<file path="src/rtl/wdt_pkg.sv">
package wdt_pkg;

    typedef enum logic [1:0] {
        WD_OFF  = 2'd0,
        WD_RUN  = 2'd1,
        WD_BITE = 2'd2,
        WD_WAKE = 2'd3
    } wd_state_e;

    typedef enum logic {
        PU_WAIT = 1'b0,
        PU_DONE = 1'b1
    } pu_state_e;

endpackage

</file>
<file path="src/rtl/wdt_stage_cnt.sv">
module wdt_stage_cnt #(
    parameter int CNT_W = 25,
    parameter int SEL_W = 5
) (
    input  logic             clk,
    input  logic             rst_n,
    input  logic             hold,
    input  logic             adv,
    input  logic [SEL_W-1:0] sel,
    output logic             terminal
);
    localparam int TOP_STAGE = CNT_W - 1;

    logic [CNT_W-1:0] cnt_q;
    logic [CNT_W-1:0] limit;
    int               stage_i;

    // clamp the select to the top stage
    always_comb begin
        if (int'(sel) > TOP_STAGE) stage_i = TOP_STAGE;
        else                       stage_i = int'(sel);
    end

    // period 2^stage -> terminal value 2^stage - 1
    always_comb begin
        for (int i = 0; i < CNT_W; i++) begin
            limit[i] = (i < stage_i);
        end
    end

    assign terminal = (cnt_q == limit);

    always_ff @(posedge clk or negedge rst_n) begin
        if (!rst_n)        cnt_q <= '0;
        else if (hold)     cnt_q <= '0;
        else if (adv)      cnt_q <= terminal ? '0 : cnt_q + 1'b1;
    end


    cnt_step_chk: assert property (@(posedge clk) disable iff (!rst_n)
        (adv && !hold && !terminal) |=> (cnt_q == $past(cnt_q) + 1'b1));


    cnt_idle_chk: assert property (@(posedge clk) disable iff (!rst_n)
        (!adv && !hold) |=> $stable(cnt_q));

endmodule

</file>
<file path="src/rtl/wdt_ctrl_fsm.sv">
module wdt_ctrl_fsm
    import wdt_pkg::*;
(
    input  logic clk,
    input  logic rst_n,
    input  logic en,
    input  logic clr,
    input  logic tick,
    input  logic terminal,
    input  logic pwr_save,
    output logic cnt_hold,
    output logic rst_req,
    output logic wake_nmi
);
    wd_state_e state_q, state_d;
    logic      expire;

    // a clear in the terminal cycle suppresses expiry
    assign expire = en && tick && terminal && !clr;

    always_comb begin
        state_d = state_q;
        unique case (state_q)
            WD_OFF:  if (en) state_d = WD_RUN;
            WD_RUN: begin
                if (!en)         state_d = WD_OFF;
                else if (expire) state_d = pwr_save ? WD_WAKE : WD_BITE;
            end
            WD_BITE: state_d = en ? WD_RUN : WD_OFF;
            WD_WAKE: state_d = en ? WD_RUN : WD_OFF;
            default: state_d = WD_OFF;
        endcase
    end

    always_ff @(posedge clk or negedge rst_n) begin
        if (!rst_n) state_q <= WD_OFF;
        else        state_q <= state_d;
    end

    always_comb begin
        rst_req  = (state_q == WD_BITE);
        wake_nmi = (state_q == WD_WAKE);
        // counter is zeroed outside RUN, when disabled, or on clear
        cnt_hold = (state_q != WD_RUN) || !en || clr;
    end


    pulse_excl_chk: assert property (@(posedge clk) disable iff (!rst_n)
        !(rst_req && wake_nmi));


    bite_awake_chk: assert property (@(posedge clk) disable iff (!rst_n)
        rst_req |-> !$past(pwr_save));


    wake_asleep_chk: assert property (@(posedge clk) disable iff (!rst_n)
        wake_nmi |-> $past(pwr_save));


    bite_single_chk: assert property (@(posedge clk) disable iff (!rst_n)
        rst_req |=> !rst_req);


    wake_single_chk: assert property (@(posedge clk) disable iff (!rst_n)
        wake_nmi |=> !wake_nmi);


    off_quiet_chk: assert property (@(posedge clk) disable iff (!rst_n)
        !en |=> !(rst_req || wake_nmi));

endmodule

</file>
<file path="src/rtl/pwrup_delay.sv">
module pwrup_delay
    import wdt_pkg::*;
#(
    parameter int PWRUP_TICKS = 64
) (
    input  logic clk,
    input  logic rst_n,
    input  logic tick,
    input  logic pwrt_en,
    output logic ready
);
    localparam int CW = $clog2(PWRUP_TICKS + 1);
    localparam logic [CW-1:0] LAST = CW'(PWRUP_TICKS - 1);

    pu_state_e      state_q, state_d;
    logic [CW-1:0]  cnt_q;

    always_comb begin
        state_d = state_q;
        unique case (state_q)
            PU_WAIT: if (tick && cnt_q == LAST) state_d = PU_DONE;
            PU_DONE: state_d = PU_DONE;
            default: state_d = PU_WAIT;
        endcase
    end

    always_ff @(posedge clk or negedge rst_n) begin
        if (!rst_n) begin
            state_q <= PU_WAIT;
            cnt_q   <= '0;
        end else begin
            state_q <= state_d;
            if (state_q == PU_WAIT && tick && cnt_q != LAST) cnt_q <= cnt_q + 1'b1;
        end
    end


    always_comb ready = (state_q == PU_DONE) || !pwrt_en;


    pu_hold_chk: assert property (@(posedge clk) disable iff (!rst_n)
        (state_q == PU_DONE) |=> (state_q == PU_DONE));


    pu_range_chk: assert property (@(posedge clk) disable iff (!rst_n)
        cnt_q <= LAST);

endmodule

</file>
<file path="src/rtl/wdt_sleepwake.sv">
module wdt_sleepwake #(
    parameter int CNT_W       = 25,
    parameter int SEL_W       = 5,
    parameter int PWRUP_TICKS = 64
) (
    input  logic             clk,
    input  logic             rst_n,
    input  logic             lp_tick,
    input  logic             cfg_en,
    input  logic             sw_en,
    input  logic             clr,
    input  logic             pwr_save,
    input  logic [SEL_W-1:0] ps_sel,
    input  logic             pwrt_en,
    output logic             rst_req,
    output logic             wake_nmi,
    output logic             pwrup_ready
);
    logic wd_en;
    logic cnt_hold;
    logic terminal;

    // either enable source turns the watchdog on
    assign wd_en = cfg_en | sw_en;

    wdt_stage_cnt #(
        .CNT_W (CNT_W),
        .SEL_W (SEL_W)
    ) u_cnt (
        .clk      (clk),
        .rst_n    (rst_n),
        .hold     (cnt_hold),
        .adv      (lp_tick),
        .sel      (ps_sel),
        .terminal (terminal)
    );

    wdt_ctrl_fsm u_fsm (
        .clk      (clk),
        .rst_n    (rst_n),
        .en       (wd_en),
        .clr      (clr),
        .tick     (lp_tick),
        .terminal (terminal),
        .pwr_save (pwr_save),
        .cnt_hold (cnt_hold),
        .rst_req  (rst_req),
        .wake_nmi (wake_nmi)
    );

    pwrup_delay #(
        .PWRUP_TICKS (PWRUP_TICKS)
    ) u_pu (
        .clk     (clk),
        .rst_n   (rst_n),
        .tick    (lp_tick),
        .pwrt_en (pwrt_en),
        .ready   (pwrup_ready)
    );

endmodule

</file>
<file path="config.mk">
export PLATFORM = sky130hd
export DESIGN_NAME = wdt_sleepwake
export DESIGN_NICKNAME = d
export VERILOG_FILES = /design/src/rtl/wdt_pkg.sv /design/src/rtl/wdt_stage_cnt.sv /design/src/rtl/wdt_ctrl_fsm.sv /design/src/rtl/pwrup_delay.sv /design/src/rtl/wdt_sleepwake.sv
export SDC_FILE = /design/constraint.sdc
export NUM_CORES = 1
export LEC_CHECK = 0
export ABC_CLOCK_PERIOD_IN_PS = 3200
export BUFFER_PORTS_ARGS = -buffer_cell sky130_fd_sc_hd__buf_2
export CAP_MARGIN = 20
export CORE_UTILIZATION = 55
export DETAILED_ROUTE_END_ITERATION = 8
export MAX_ROUTING_LAYER = met4
export PLACE_DENSITY = 0.73
export RECOVER_POWER = 100
export SLEW_MARGIN = 0
export SYNTH_ARGS = -nofsm -noshare
export SYNTH_HDL_FRONTEND = slang
export SYNTH_SLANG_ARGS = --single-unit
export TNS_END_PERCENT = 30
</file>
<file path="constraint.sdc">
create_clock -name clk -period 3.2 [get_ports clk]
set_clock_uncertainty 0.2 [all_clocks]
set_input_delay 0.48 -clock clk [delete_from_list [all_inputs] [get_ports clk]]
set_output_delay 0.48 -clock clk [all_outputs]
set_load 0.02 [all_outputs]
</file>
# Word-level counts from Yosys, hierarchy flattened
# Cells that the tools add are included.
dict set report op_classes {
  div_mod_pow 0
  mul 0
  muxes 12
  addsub 2
  order_cmp 26
  eq_ne 9
  bitwise 2
  reduce_logical 16
  n_shift 0
}
# op n
set ops {}
lappend ops {{25-bit 2-to-1 mux} 3}
lappend ops {{5-bit less-than comparator (first input constant)} 9}
lappend ops {{4-bit by 5-bit less-than comparator with 1-bit output (first input constant)} 8}
lappend ops {{25-bit by 1-bit adder with 25-bit output (second input constant)} 1}
lappend ops {{25-bit == test} 1}
lappend ops {{3-bit by 5-bit less-than comparator with 1-bit output (first input constant)} 4}
lappend ops {{1-bit by 5-bit less-than comparator with 1-bit output (first input constant)} 2}
lappend ops {{2-bit by 5-bit less-than comparator with 1-bit output (first input constant)} 2}
lappend ops {{7-bit by 1-bit adder with 7-bit output (second input constant)} 1}
lappend ops {{7-bit by 6-bit == test with 1-bit output (second input constant)} 1}
lappend ops {{7-bit by 6-bit != test with 1-bit output (second input constant)} 1}
lappend ops {{1-bit logical AND} 6}
lappend ops {{2-bit 2-to-1 mux} 3}
lappend ops {{2-bit one-hot mux with 3 select lines} 1}
lappend ops {{5-bit greater-than comparator (second input constant)} 1}
lappend ops {{5-bit 2-to-1 mux} 1}
lappend ops {{2-bit == test (second input constant)} 2}
lappend ops {{2-bit by 1-bit != test with 1-bit output (second input constant)} 2}
lappend ops {{1-bit zero test} 3}
lappend ops {{1-bit logical OR} 3}
lappend ops {{1-bit 2-to-1 mux} 3}
lappend ops {{3-bit != test (second input constant)} 1}
lappend ops {{2-bit by 1-bit == test with 1-bit output (second input constant)} 1}
lappend ops {{2-bit zero test} 1}
lappend ops {{other kinds (6)} 6}
dict set report totals {
  wordCells 71
  n_memories 0
  regBits 35
  inputBits 13
  romBits 0
  latch_bits 0
  out_inout_bits 3
  ram_bits 0
}

# Logic depth before layout (Yosys ltp)
# Gate-level depths: netlist (run 1).
dict set report logic_depth {
  depth_word 9
  mapped_depth 9
  depth_no_buf 7
}

# Hierarchy
# Synthesis (run 1) repeated with hierarchy kept, for this count alone.
dict set report hier_totals {
  hier_cells 284
  area_unflattened_um2 2454.9
}
# module instances area_per_inst_um2 seq_area_each_um2 cells_per_inst
set by_module_without_submodules {}
lappend by_module_without_submodules {wdt_stage_cnt 1 1950.6 625.6 242}
lappend by_module_without_submodules {pwrup_delay 1 395.4 200.2 32}
lappend by_module_without_submodules {wdt_ctrl_fsm 1 102.6 50.0 9}
lappend by_module_without_submodules {wdt_sleepwake 1 6.3 0.0 1}

# Worst setup path after synthesis (run 1)
# No wires, ideal clock.
dict set report synth_timing {
  path_kind {input port to flip-flop}
  startpoint {input port ps_sel[1]}
  endpoint {register u_cnt.cnt_q[5]}
  setup_slack_ns 0.621
  arrival_time_ns 2.234
  setup_ns 0.144
  stages 8
  cell_sequence {buf_2 a211o_1 a211o_1 a311oi_1 nand4_1 nor4_4 buf_4 o22ai_1}
}
dict set report synth_between {
  elab_chain_cells 7
}
# element line_no
set synth_lines {}
lappend synth_lines {{from (decl)} wdt_sleepwake.sv:13} ;# input logic [SEL_W-1:0] ps_sel,
lappend synth_lines {{5-bit greater-than comparator} wdt_stage_cnt.sv:20} ;# if (int'(sel) > TOP_STAGE) stage_i = TOP_STAGE;
lappend synth_lines {{5-bit 2-to-1 mux *} wdt_stage_cnt.sv:20}
lappend synth_lines {{1-bit by 5-bit less-than comparator with 1-bit output (tied with other cells)} wdt_stage_cnt.sv:27} ;# limit[i] = (i < stage_i);
lappend synth_lines {{25-bit == test *} wdt_stage_cnt.sv:31} ;# assign terminal = (cnt_q == limit);
lappend synth_lines {{25-bit 2-to-1 mux * (2 in series)} wdt_stage_cnt.sv:36} ;# else if (adv) cnt_q <= terminal ? '0 : cnt_q + 1'b1;
lappend synth_lines {{25-bit 2-to-1 mux *} wdt_stage_cnt.sv:35} ;# else if (hold) cnt_q <= '0;
lappend synth_lines {{to (signal assigned)} wdt_stage_cnt.sv:36}
lappend synth_lines {{to (decl)} wdt_stage_cnt.sv:14} ;# logic [CNT_W-1:0] cnt_q;
# Every way passes the cells marked *; elsewhere a longest branch is shown, timed or not. The select of a mux whose other input is x is not followed.
# A chain may end at the register's enable or synchronous reset.

# Worst setup path after layout (run 1)
dict set report layout_timing {
  startpoint {input port ps_sel[4]}
  endpoint {register u_cnt.cnt_q[13]}
}
# Same word-level chain as after synthesis.

==> impl_results.md, run 1 <==
* Worst IR drop on VDD at 0.000370 V
* Total power density per cell area at roughly 390 nW/um^2
* Run status: finished with violations
* Final number of setup-violating endpoints at 0
* Class of the tightest hold or removal check: in2reg
* Per-instance average area after synthesis at 8.53 um^2
* Relative slew slack at -24.0%
* X dimension of the die at 69.2 um
* Yosys warning count at 0
* Synthesized netlist net count at 306
* Clock insertion delay at the later pin of the skew report at 0.29 ns
* Leading cell types in the layout, fill and taps excluded: 35 x dfrtp_1, 26 x nand3_1, 22 x o21ai_0
* Kind of critical path: in2reg
* Total negative slack for setup checks at 0 ns
* HP Start: cfg_en
* FFs w/ async S/R, synth at 100%
* Number of endpoints with negative hold slack in the final report at 0
* Length of the first detailed-routing pass in iterations at 4
* Number of cells upsized or downsized after cts at 0
* Static leakage at 1.06 nW
* Maximum fanout encountered on the critical timing path at 27
* Fmax at roughly 390 MHz
* Total overflow reported by the global router at 0
* Clock period minus final worst setup slack at 2.53 ns
* Predominant post-synthesis flop cell: dfrtp_1
* Post-synthesis to final-layout area growth at 5.80%
* Die area at between 4000 and 5000 um^2
* Vias at 2,216
* Vert. Die Dim at 69.2 um
* Total design power at 1.02 mW
* Post-CTS setup-driven buffer insertion count at 0
* Drc violations at 0
* # clock sinks at 35
* Failing checks: capacitance limit, slew limit
* HPWL after DPL at 3840 um
* Fillers at about 380
* Portion of the post-synthesis area used by sequential elements at 35.3%
* Final setup margin at 0.667 ns
* Yosys reg bits at 35
* Endpoint type of the worst setup path: register
* Post-DR vias/cell at 6.40
* Leading cell type in the layout, fill and taps excluded: dfrtp_1
* Maximum number of pins on one net before global-route repair at 38
* Maximum capacitance violations at 1
* CTS tree: built
* First DRT Iteration DRCs at 164
* Clock root cell: clkbuf_8
* Worst Setup Slack post-DPL at about 0.39 ns
* Placer's final routability congestion estimate at 0.818
* Util after Layout at between 60% and 70%
* Synth Instances at between 200 and 300
* Netlist cell types at 61
* Pins Over Slew Limit at 36
* Setup slack on the worst flop-to-flop path at 0.72 ns
* Multi-input combinational cell area at 1480 um^2
* Clock tree buffer depth at 2
* Proportion of layout cells with a drive suffix above 1 at 10.5%
* Number of port buffers at 15
* Nets at 309
* Initial core utilization at 57.0%
* Clock slew at reported path FFs at roughly 0.070 ns
* Register area at 876 um^2
* GRT Total Usage at 26.5%
* Wire length of the first global-routing pass at about 10,000 um
* Data required, critical path at 3.15 ns
* Area inside the core boundary at ~4400 um^2
* Remaining antenna violation count after routing at 0
* CTS Hold Buffers Added at 0
* # IOs at 16
* Final period utilization at 79.2%
* Post-synth EDFFs at 0
* Synthesized area at 2480 um^2
* Actual transition at the worst max-transition pin at 1.86 ns
* Drt total wl at around 5700 um
* Number of standard-cell rows in the floorplan at 24
* Setup repair after global routing missed its margin: no
* Average detailed-routed wire length per instance at 16.3 um
* Startpoint of the worst-slack reg-to-reg timing path: u_cnt.cnt_q[0]
* Worst setup path startpoint: ps_sel[4]
* Crit path launch type: input pin
* Via count of the first global-routing pass at approximately 2,100
* Total clock buffers created by CTS at 5
* Level count of the clock H-tree at 2
* Antenna violations before repair at 0
* Worst path arrival time at 2.48 ns
* N_diodes at 0
## area by class of cell
type	instances	area share, %
clock buffer	6	3.14
clock inverter	1	0.191
inverter	6	0.858
multi-input combinational	227	56.2
sequential	35	33.3
tap	52	2.48
timing repair buffer	19	3.81
## Yosys cell counts (8+ instances only)
cell	n	area, um^2
xnor2_1	8	70.1
nor3_1	8	40.0
and3_1	11	68.8
nand3_1	26	130
nor2_1	11	41.3
dfrtp_1	35	876
o211ai_1	9	67.6
buf_2	8	40.0
o21ai_1	13	65.1
clkbuf_1	10	37.5
nand2_1	19	71.3
a211oi_1	12	90.1
o21ai_0	11	55.1
## path summary, 6_finish.rpt
check,endpoint,cells past startpoint
max,u_cnt.cnt_q[13],8
min reg2reg,u_pu.cnt_q[2],1
max reg2reg,u_cnt.cnt_q[11],6
min,u_fsm.state_q[0],3
max in group asynchronous,u_cnt.cnt_q[0],1
min in group asynchronous,u_cnt.cnt_q[14],1
## registers in the layout, summed over array words and instances (netlist names)
signal	cells
u_cnt.cnt_q	25
u_pu.state_q	1
u_fsm.state_q	2
u_pu.cnt_q	7
## cells by family (layout without fill, tap and decap cells)
kind of cell / after synthesis / in the layout / synth area share (%)
AND/OR/NAND/NOR: 129 / 129 / 30.0
AO/OA/AOI/OAI: 79 / 79 / 22.0
flip-flops: 35 / 35 / 35.3
buffers and inverters: 29 / 32 / 5.29
XOR/XNOR: 10 / 10 / 3.53
multiplexers: 7 / 7 / 2.87
adder cells (fa/ha/maj): 2 / 2 / 1.01
## layer usage
layer	share of wire, %	vias to the layer above	wire (um)	track usage [%]
met4	0.71	0	40	5.44
met2	47	42	2660	39.8
met1	48	1049	2690	38.0
li1	-	1120	-	-
met3	4.7	5	264	4.65
met5	0	-	0	-
## critical path, cell delays in order
cell	delay, ns
clkbuf_2	0.37
inv_1	0.09
or4b_1	0.52
a311oi_1	0.22
nand4_1	0.17
nor4_4	0.15
buf_4	0.31
o21ai_0	0.16
## report_power, final
| part | internal, mW | switching [mW] | leakage, nW |
|---|---|---|---|
| Sequential | 0.486 | 0.0381 | 0.473 |
| Combinational | 0.0783 | 0.0962 | 0.537 |
| Clock | 0.169 | 0.151 | 0.0470 |
| Total | 0.733 | 0.285 | 1.06 |
## stage by stage
step	hold WS (ns)	area, um^2	instances
2_1_floorplan	-0.0156	2480	291
3_3_place_gp	0.261	2540	339
3_5_place_dp	0.277	2540	339
4_1_cts	0.0950	2630	346
5_1_grt	0.307	2630	346
6_report	0.277	2630	346
No activity file was read; power rests on OpenSTA's default activity.
==> run 2, diff against run 1 <==
Settings changed: ABC_AREA set to 1, ABC_CLOCK_PERIOD_IN_PS 3200 to 2600.
Clock period 3.2 ns to 2.6 ns, I/O delays scaled along.
==> impl_results.md, run 2 <==
* Synthesized area at 2900 um^2 (was 2480 um^2)
* Startpoint of the worst-slack reg-to-reg timing path: u_cnt.cnt_q[1] (was u_cnt.cnt_q[0])
* Worst IR drop on VDD at 0.000232 V (was 0.000370 V)
* Maximum number of pins on one net before global-route repair at 36 (was 38)
* Drc violations at 0 (unchanged)
* Portion of the post-synthesis area used by sequential elements at 30.2% (was 35.3%)
* Initial core utilization at 56.8% (was 57.0%)
* Length of the first detailed-routing pass in iterations at 5 (was 4)
* Post-synth EDFFs at 0 (unchanged)
* N_diodes at 0 (unchanged)
* Most frequent cell after synthesis: nand2_1 (was dfrtp_1)
* Area inside the core boundary at 5110 um^2 (was 4350 um^2)
* Top area cells in the synthesized netlist: dfrtp_1 30%, nand2_1 20%, inv_1 8.5% (was dfrtp_1 35%, nand3_1 5.2%, a211oi_1 3.6%)
* Top cell type by total area after synthesis: dfrtp_1 (unchanged)
* First DRT Iteration DRCs at 268 (was 164)
* Crit path launch type: register (was input pin)
* Final setup margin at 0.303 ns (was 0.667 ns)
* Vert. Die Dim at 74.6 um (was 69.2 um)
* Met3 wire length at 411 um (was 264 um)
* Slowest stage cell, crit path: dfrtp_1 (was or4b_1)
* Clock tree buffer depth at 2 (unchanged)
* Synthesized netlist net count at 461 (was 306)
* Terminus of the critical flop-to-flop path: u_cnt.cnt_q[22] (was u_cnt.cnt_q[11])
* Average detailed-routed wire length per instance at 13.9 um (was 16.3 um)
* Number of standard-cell rows in the floorplan at 26 (was 24)
* Setup repair after global routing missed its margin: no (unchanged)
* Leading cell type in the layout, fill and taps excluded: nand2_1 (was dfrtp_1)
* Top reg by flops: u_cnt.cnt_q (unchanged)
* Run status: finished with violations (unchanged)
* Netlist cell types at 32 (was 61)
* FFs w/ async S/R, synth at 100% (unchanged)
* Number of port buffers at 15 (unchanged)
* Clock insertion delay at the later pin of the skew report at 0.29 ns (about the same)
* Vias at 2,886 (was 2,216)
* Final number of setup-violating endpoints at 0 (unchanged)
* Nets at 475 (was 309)
* Setup slack on the worst flop-to-flop path at 0.30 ns (was 0.72 ns)
* Failing checks: capacitance limit, slew limit (unchanged)
* Total power density per cell area at 355 nW/um^2 (was 388 nW/um^2)
* Total routed wire length on the met1 layer at 3400 um (was 2690 um)
* Data required, critical path at 2.59 ns (was 3.15 ns)
* Worst Setup Slack post-DPL at 0.176 ns (was 0.394 ns)
* Leading cell types in the layout, fill and taps excluded: 151 x nand2_1, 66 x inv_1, 53 x nand3_1 (was 35 x dfrtp_1, 26 x nand3_1, 22 x o21ai_0)
* Number of cells on the worst hold path at 3 (unchanged)
* Total overflow reported by the global router at 0 (unchanged)
* Total design power at 1.08 mW (was 1.02 mW)
* Level count of the clock H-tree at 2 (unchanged)
* Predominant post-synthesis flop cell: dfrtp_1 (unchanged)
* Maximum fanout encountered on the critical timing path at 5 (was 27)
* Most instantiated cells after synthesis: 151 x nand2_1, 66 x inv_1, 44 x nand3_1 (was 35 x dfrtp_1, 26 x nand3_1, 19 x nand2_1)
* Registers with the highest flip-flop counts: u_cnt.cnt_q x25, u_pu.cnt_q x7, u_fsm.state_q x2 (unchanged)
* Yosys warning count at 0 (unchanged)
* FF-to-FF path depth at 9 (was 6)
* Synth Instances at 446 (was 291)
* Worst path max stage delay at 0.44 ns (was 0.52 ns)
* Worst path arrival time at 2.29 ns (was 2.48 ns)
* Top-area cell type share of the netlist area at 30.2% (was 35.3%)
* HPWL after DPL at 5590 um (was 3840 um)
* X dimension of the die at 74.6 um (was 69.2 um)
* Post-CTS setup-driven buffer insertion count at 0 (unchanged)
* Wire length of the first global-routing pass at 11,900 um (was 10,000 um)
* Per-instance average area after synthesis at 6.51 um^2 (was 8.53 um^2)
* Endpoint type of the worst setup path: register (unchanged)
* Actual transition at the worst max-transition pin at 1.95 ns (was 1.86 ns)
* Number of endpoints with negative hold slack in the final report at 0 (unchanged)
* Routed wire length on met2 at 3430 um (was 2660 um)
* Clock root cell: clkbuf_8 (unchanged)
* Relative slew slack at -29.7% (was -24.0%)
* Maximum capacitance violations at 1 (unchanged)
* Proportion of layout cells with a drive suffix above 1 at 9.33% (was 10.5%)
* Antenna violations before repair at 0 (unchanged)
* Post-synthesis to final-layout area growth at 5.05% (was 5.80%)
* Via count of the first global-routing pass at 2,505 (was 2,071)
* Crit path buf inv count at 2 (was 3)
* Post-DR vias/cell at 5.44 (was 6.40)
* # clock sinks at 35 (unchanged)
* CTS Hold Buffers Added at 0 (unchanged)
* Register area at 876 um^2 (unchanged)
* Class of the tightest hold or removal check: in2reg (unchanged)
* CTS tree: built (unchanged)
* Static leakage at 1.63 nW (was 1.06 nW)
* Flip-flop count of the largest register, all copies and words added at 25 (unchanged)
* Remaining antenna violation count after routing at 0 (unchanged)
* Util after Layout at 59.7% (was 60.3%)
* Highest routed metal layer: met4 (unchanged)
* Clock slew at reported path FFs at 0.08 ns (was 0.07 ns)
* Die area at 5570 um^2 (was 4790 um^2)
* GRT Total Usage at 29.5% (was 26.5%)
* Number of cells upsized or downsized after cts at 0 (unchanged)
* Dominant delay contributor by cell family on the critical path: simple AND/OR/NAND/NOR gates (unchanged)
* Cell-by-cell trace of the critical path: ha_1 -> nand3_1 -> nor3_1 -> inv_1 -> nor3_1 -> xor2_1 -> inv_1 -> nand3_2 -> nand2_1 (was clkbuf_2 -> inv_1 -> or4b_1 -> a311oi_1 -> nand4_1 -> nor4_4 -> buf_4 -> o21ai_0)
* Placer's final routability congestion estimate at 0.948 (was 0.818)
* Drt total wl at 7370 um (was 5650 um)
* # IOs at 16 (unchanged)
* Capture endpoint of the worst hold path: u_pu.state_q (was u_fsm.state_q[0])
* Clock period minus final worst setup slack at 2.30 ns
* Yosys reg bits at 35 (unchanged)
* Fmax at between 400 and 500 MHz
* HP Start: lp_tick (was cfg_en)
* Total negative slack for setup checks at 0 ns (unchanged)
* Hold_ws at 0.120 ns (was 0.277 ns)
* Total clock buffers created by CTS at 5 (unchanged)
* Final period utilization at roughly 90%
* Pins Over Slew Limit at 36 (unchanged)
* Multi-input combinational cell area at 1620 um^2 (was 1480 um^2)
* Fillers at 512 (was 376)
* Kind of critical path: reg2reg (was in2reg)
==> run 2: cell types whose count changed after synthesis, moves of 12 or more <==
cell and delta:
nor2_1 +27, inv_1 +61, nand3_2 +12, xor2_1 +16, nand2_1 +132, nand3_1 +18
==> run 2: cell families (layout without fill, tap and decap cells) <==
| kind of cell | count (synthesis) | after routing | share of synthesized area [%] |
|---|---|---|---|
| xor gates and xnor gates | 21 | 21 | 6.34 |
| DFF | 35 | 35 | 30.2 |
| buffers and inverters | 82 | 97 | 12.4 |
| adders and majority gates | 2 | 2 | 0.862 |
| AOI/OAI and AO/OA | 21 | 21 | 4.01 |
| and+or+nand+nor | 285 | 285 | 46.2 |
==> run 2: final cells by class <==
| type | instances | share of cell area (%) |
|---|---|---|
| multi-input cells | 329 | 53.0 |
| flip-flops and latches | 35 | 28.7 |
| inverters | 67 | 8.25 |
| repair buffers | 22 | 4.31 |
| well taps | 70 | 2.87 |
| clock buffers | 6 | 2.38 |
| clock inverters | 2 | 0.411 |
==> run 2: layer usage <==
layer  vias to the layer above  GRT usage (%)
met1                      1350           39.4
li1                       1421              -
met2                       104           45.7
met4                         0           10.7
met3                        11           4.42
met5                         -              -
==> run 2: power breakdown <==
part	switching (mW)	leakage, nW	internal (mW)	total [mW]
clock network	0.213	0.0412	0.187	0.401
registers	0.00363	0.475	0.548	0.551
logic	0.0928	1.11	0.0385	0.131
total	0.310	1.63	0.774	1.08
==> run 2: how the worst max path moves through the flow <==
stage	startpoint	endpoint	slack [ns]	cells after the start
floorplan	ps_sel[1]	u_cnt.cnt_q[23]	0.63	14
global placement	ps_sel[4]	u_cnt.cnt_q[9]	0.24	14
detailed placement	ps_sel[4]	u_cnt.cnt_q[9]	0.18	14
CTS	u_cnt.cnt_q[1]	u_cnt.cnt_q[22]	0.33	9
global route	u_cnt.cnt_q[1]	u_cnt.cnt_q[12]	0.15	10
finish	u_cnt.cnt_q[1]	u_cnt.cnt_q[22]	0.30	9
==> run 2: worst min-delay path: stages <==
cell,delay [ns]
buf_2,0.10
nand2_1,0.05
nand2_1,0.05
==> run 2: per-stage QoR <==
stage,instances,area (um^2)
final,531,3050
after global placement,523,3020
after global routing,531,3050
after floorplan,446,2900
after detailed placement,523,3020
after CTS,531,3110
==> run 3, diff against run 2 <==
==> constraint.sdc (replaced) <==
create_clock -name clk -period 2.6 [get_ports clk]
set_clock_uncertainty 0.2 [all_clocks]
set_input_delay 0.13 -clock clk [delete_from_list [all_inputs] [get_ports clk]]
set_output_delay 0.13 -clock clk [all_outputs]
set_load 0.02 [all_outputs]
==> impl_results.md, run 3 (synthesis gave the netlist of run 2 again) <==
* Register area at 876 um^2 (unchanged)
* Data required, critical path at 2.58 ns (was 2.59 ns)
* # IOs at 16 (unchanged)
* Leading cell types in the layout, fill and taps excluded: 151 x nand2_1, 66 x inv_1, 55 x nand3_1 (was 151 x nand2_1, 66 x inv_1, 53 x nand3_1)
* Total clock buffers created by CTS at 5 (unchanged)
* Class of the tightest hold or removal check: in2reg (unchanged)
* Antenna violations before repair at 0 (unchanged)
* Endpoint type of the worst setup path: register (unchanged)
* Maximum capacitance violations at 0 (was 1)
* Worst path arrival time at 2.24 ns (was 2.29 ns)
* Clock insertion delay at the later pin of the skew report at 0.29 ns (about the same)
* Post-placement cell area at 2980 um^2 (was 3020 um^2)
* Internal at 0.805 mW (was 0.774 mW)
* Post-synthesis to final-layout area growth at 5.17% (was 5.05%)
* Final period utilization at 87.0% (was 88.4%)
* Registers with the highest flip-flop counts: u_cnt.cnt_q x25, u_pu.cnt_q x7, u_fsm.state_q x2 (unchanged)
* Post-CTS setup-driven buffer insertion count at 0 (unchanged)
* Flip-flop count of the largest register, all copies and words added at 25 (unchanged)
* Nets at 475 (unchanged)
* Hold_ws at 0.00989 ns (was 0.120 ns)
* Number of port buffers at 15 (unchanged)
* Leading cell type in the layout, fill and taps excluded: nand2_1 (unchanged)
* Total power density per cell area at 368 nW/um^2 (was 355 nW/um^2)
* Setup repair after global routing missed its margin: no (unchanged)
* # clock sinks at 35 (unchanged)
* Final setup margin at 0.337 ns (was 0.303 ns)
* Sequential fraction of design power at 49.1% (was 50.9%)
* Number of cells upsized or downsized after cts at 0 (unchanged)
* Die area at 5570 um^2 (unchanged)
* Worst Setup Slack post-DPL at 0.228 ns (was 0.176 ns)
* Fillers at 499 (was 512)
* Drc violations at 0 (unchanged)
* Worst IR drop on VDD at 0.000196 V (was 0.000232 V)
* Number of endpoints with negative hold slack in the final report at 0 (unchanged)
* X dimension of the die at 74.6 um (unchanged)
* Length of the first detailed-routing pass in iterations at 5 (unchanged)
* Static leakage at 1.63 nW (about the same)
* Fmax at 442 MHz (was 435 MHz)
* Proportion of layout cells with a drive suffix above 1 at 8.46% (was 9.33%)
* CTS tree: built (unchanged)
* Placer's final routability congestion estimate at 0.981 (was 0.948)
* Clock root cell: clkbuf_8 (unchanged)
* Run status: completed (was finished with violations)
* Maximum number of pins on one net before global-route repair at 36 (unchanged)
* Via count of the first global-routing pass at 2,445 (was 2,505)
* CTS Hold Buffers Added at 4 (was 0)
* Final number of setup-violating endpoints at 0 (unchanged)
* Fraction of power consumed by combinational cells at 11.9% (was 12.1%)
* Post-DR vias/cell at 5.31 (was 5.44)
* Maximum fanout encountered on the critical timing path at 26 (was 5)
* Vias at 2,821 (was 2,886)
* Initial core utilization at 56.8% (unchanged)
* Multi-input combinational cell area at 1600 um^2 (was 1620 um^2)
* Remaining antenna violation count after routing at 0 (unchanged)
* Number of standard-cell rows in the floorplan at 26 (unchanged)
* Clock tree buffer depth at 2 (unchanged)
* Clock slew at reported path FFs at 0.08 ns (about the same)
* Drt total wl at 7280 um (was 7370 um)
* Total overflow reported by the global router at 0 (unchanged)
* Vert. Die Dim at 74.6 um (unchanged)
* Finished Layout Cells at 531 (unchanged)
* Sw Ratio at 28.4% (was 28.6%)
* Average detailed-routed wire length per instance at 13.7 um (was 13.9 um)
* N_diodes at 0 (unchanged)
* Total negative slack for setup checks at 0 ns (unchanged)
* Actual transition at the worst max-transition pin at 0.871 ns (was 1.95 ns)
* Switching power of the nets at 0.319 mW (was 0.310 mW)
* Finished Cell Area at 3050 um^2 (about the same)
* Level count of the clock H-tree at 2 (unchanged)
* Clock period minus final worst setup slack at 2.26 ns (was 2.30 ns)
* Kind of critical path: reg2reg (unchanged)
* Area inside the core boundary at 5110 um^2 (unchanged)
* Crit path launch type: register (unchanged)
* First DRT Iteration DRCs at 281 (was 268)
* Pins Over Slew Limit at 0 (was 36)
* Wire length of the first global-routing pass at 11,500 um (was 11,900 um)
* Count of placed standard cells including taps at 519 (was 523)
* Relative slew slack at 42.0% (was -29.7%)
* Top reg by flops: u_cnt.cnt_q (unchanged)
* Share of total power in the clock network at 39.1% (was 37.0%)
* GRT Total Usage at 28.5% (was 29.5%)
* HPWL after DPL at 5290 um (was 5590 um)
[run 3: cell count changes in the layout (fill, tap and decap cells not counted), moves of 2 or more]
cell	before	now
buf_4	5	3
clkbuf_1	6	3
dlygate4sd3_1	0	4
nand3_1	53	55
nand3_2	3	1
[run 3: per-stage QoR]
stage	total power, mW	utilization (%)
3_5_place_dp	0.690	58.4
4_1_cts	1.13	61.1
2_1_floorplan	0.655	-
3_3_place_gp	0.690	58.4
6_report	1.12	59.8
5_1_grt	1.17	59.8
[run 3: area by class of cell]
type | count | area share, %
inverter | 67 | 8.24
clock buffer | 6 | 2.71
timing repair buffer | 22 | 4.39
sequential | 35 | 28.7
multi-input combinational | 329 | 52.6
clock inverter | 2 | 0.533
tap | 70 | 2.87
[run 3: worst paths after layout]
check	endpoint	slack, ns	cells after the start	from
max	u_cnt.cnt_q[16]	0.34	12	u_cnt.cnt_q[7]
min in group asynchronous	u_cnt.cnt_q[18]	0.29	2	rst_n
min	u_fsm.state_q[0]	0.01	5	pwr_save
min reg2reg	u_pu.cnt_q[5]	0.28	1	u_pu.cnt_q[5]
max reg2reg	u_cnt.cnt_q[16]	0.34	12	u_cnt.cnt_q[7]
max in group asynchronous	u_pu.state_q	1.36	2	rst_n
[run 3: worst max-delay path, cell delays in order (launching register included)]
cell     delay (ns)
dfrtp_1        0.45
inv_1          0.15
nor2_1         0.07
nand3_1        0.08
nand2_1        0.05
nor2_1         0.11
nand2_1        0.06
nor2_1         0.11
nand2_1        0.07
nor2_1         0.21
nand3_4        0.34
nand3_1        0.17
nand2_1        0.07
[run 3: power by group through the flow]
stage | Combinational, mW | Sequential, mW | Clock (mW)
floorplan | 0.0934 | 0.561 | 0
global placement | 0.128 | 0.562 | 0
detailed placement | 0.128 | 0.562 | 0
CTS | 0.134 | 0.551 | 0.443
global route | 0.149 | 0.552 | 0.469
finish | 0.133 | 0.551 | 0.439
[run 3: metal layers]
metal  GRT usage [%]  share of wire [%]  vias up
li1                -                  -     1428
met1            38.8                 48     1284
met2            45.2                 44       97
met3            4.69                5.7       12
met4            5.45                1.7        0
met5               -                  0        -
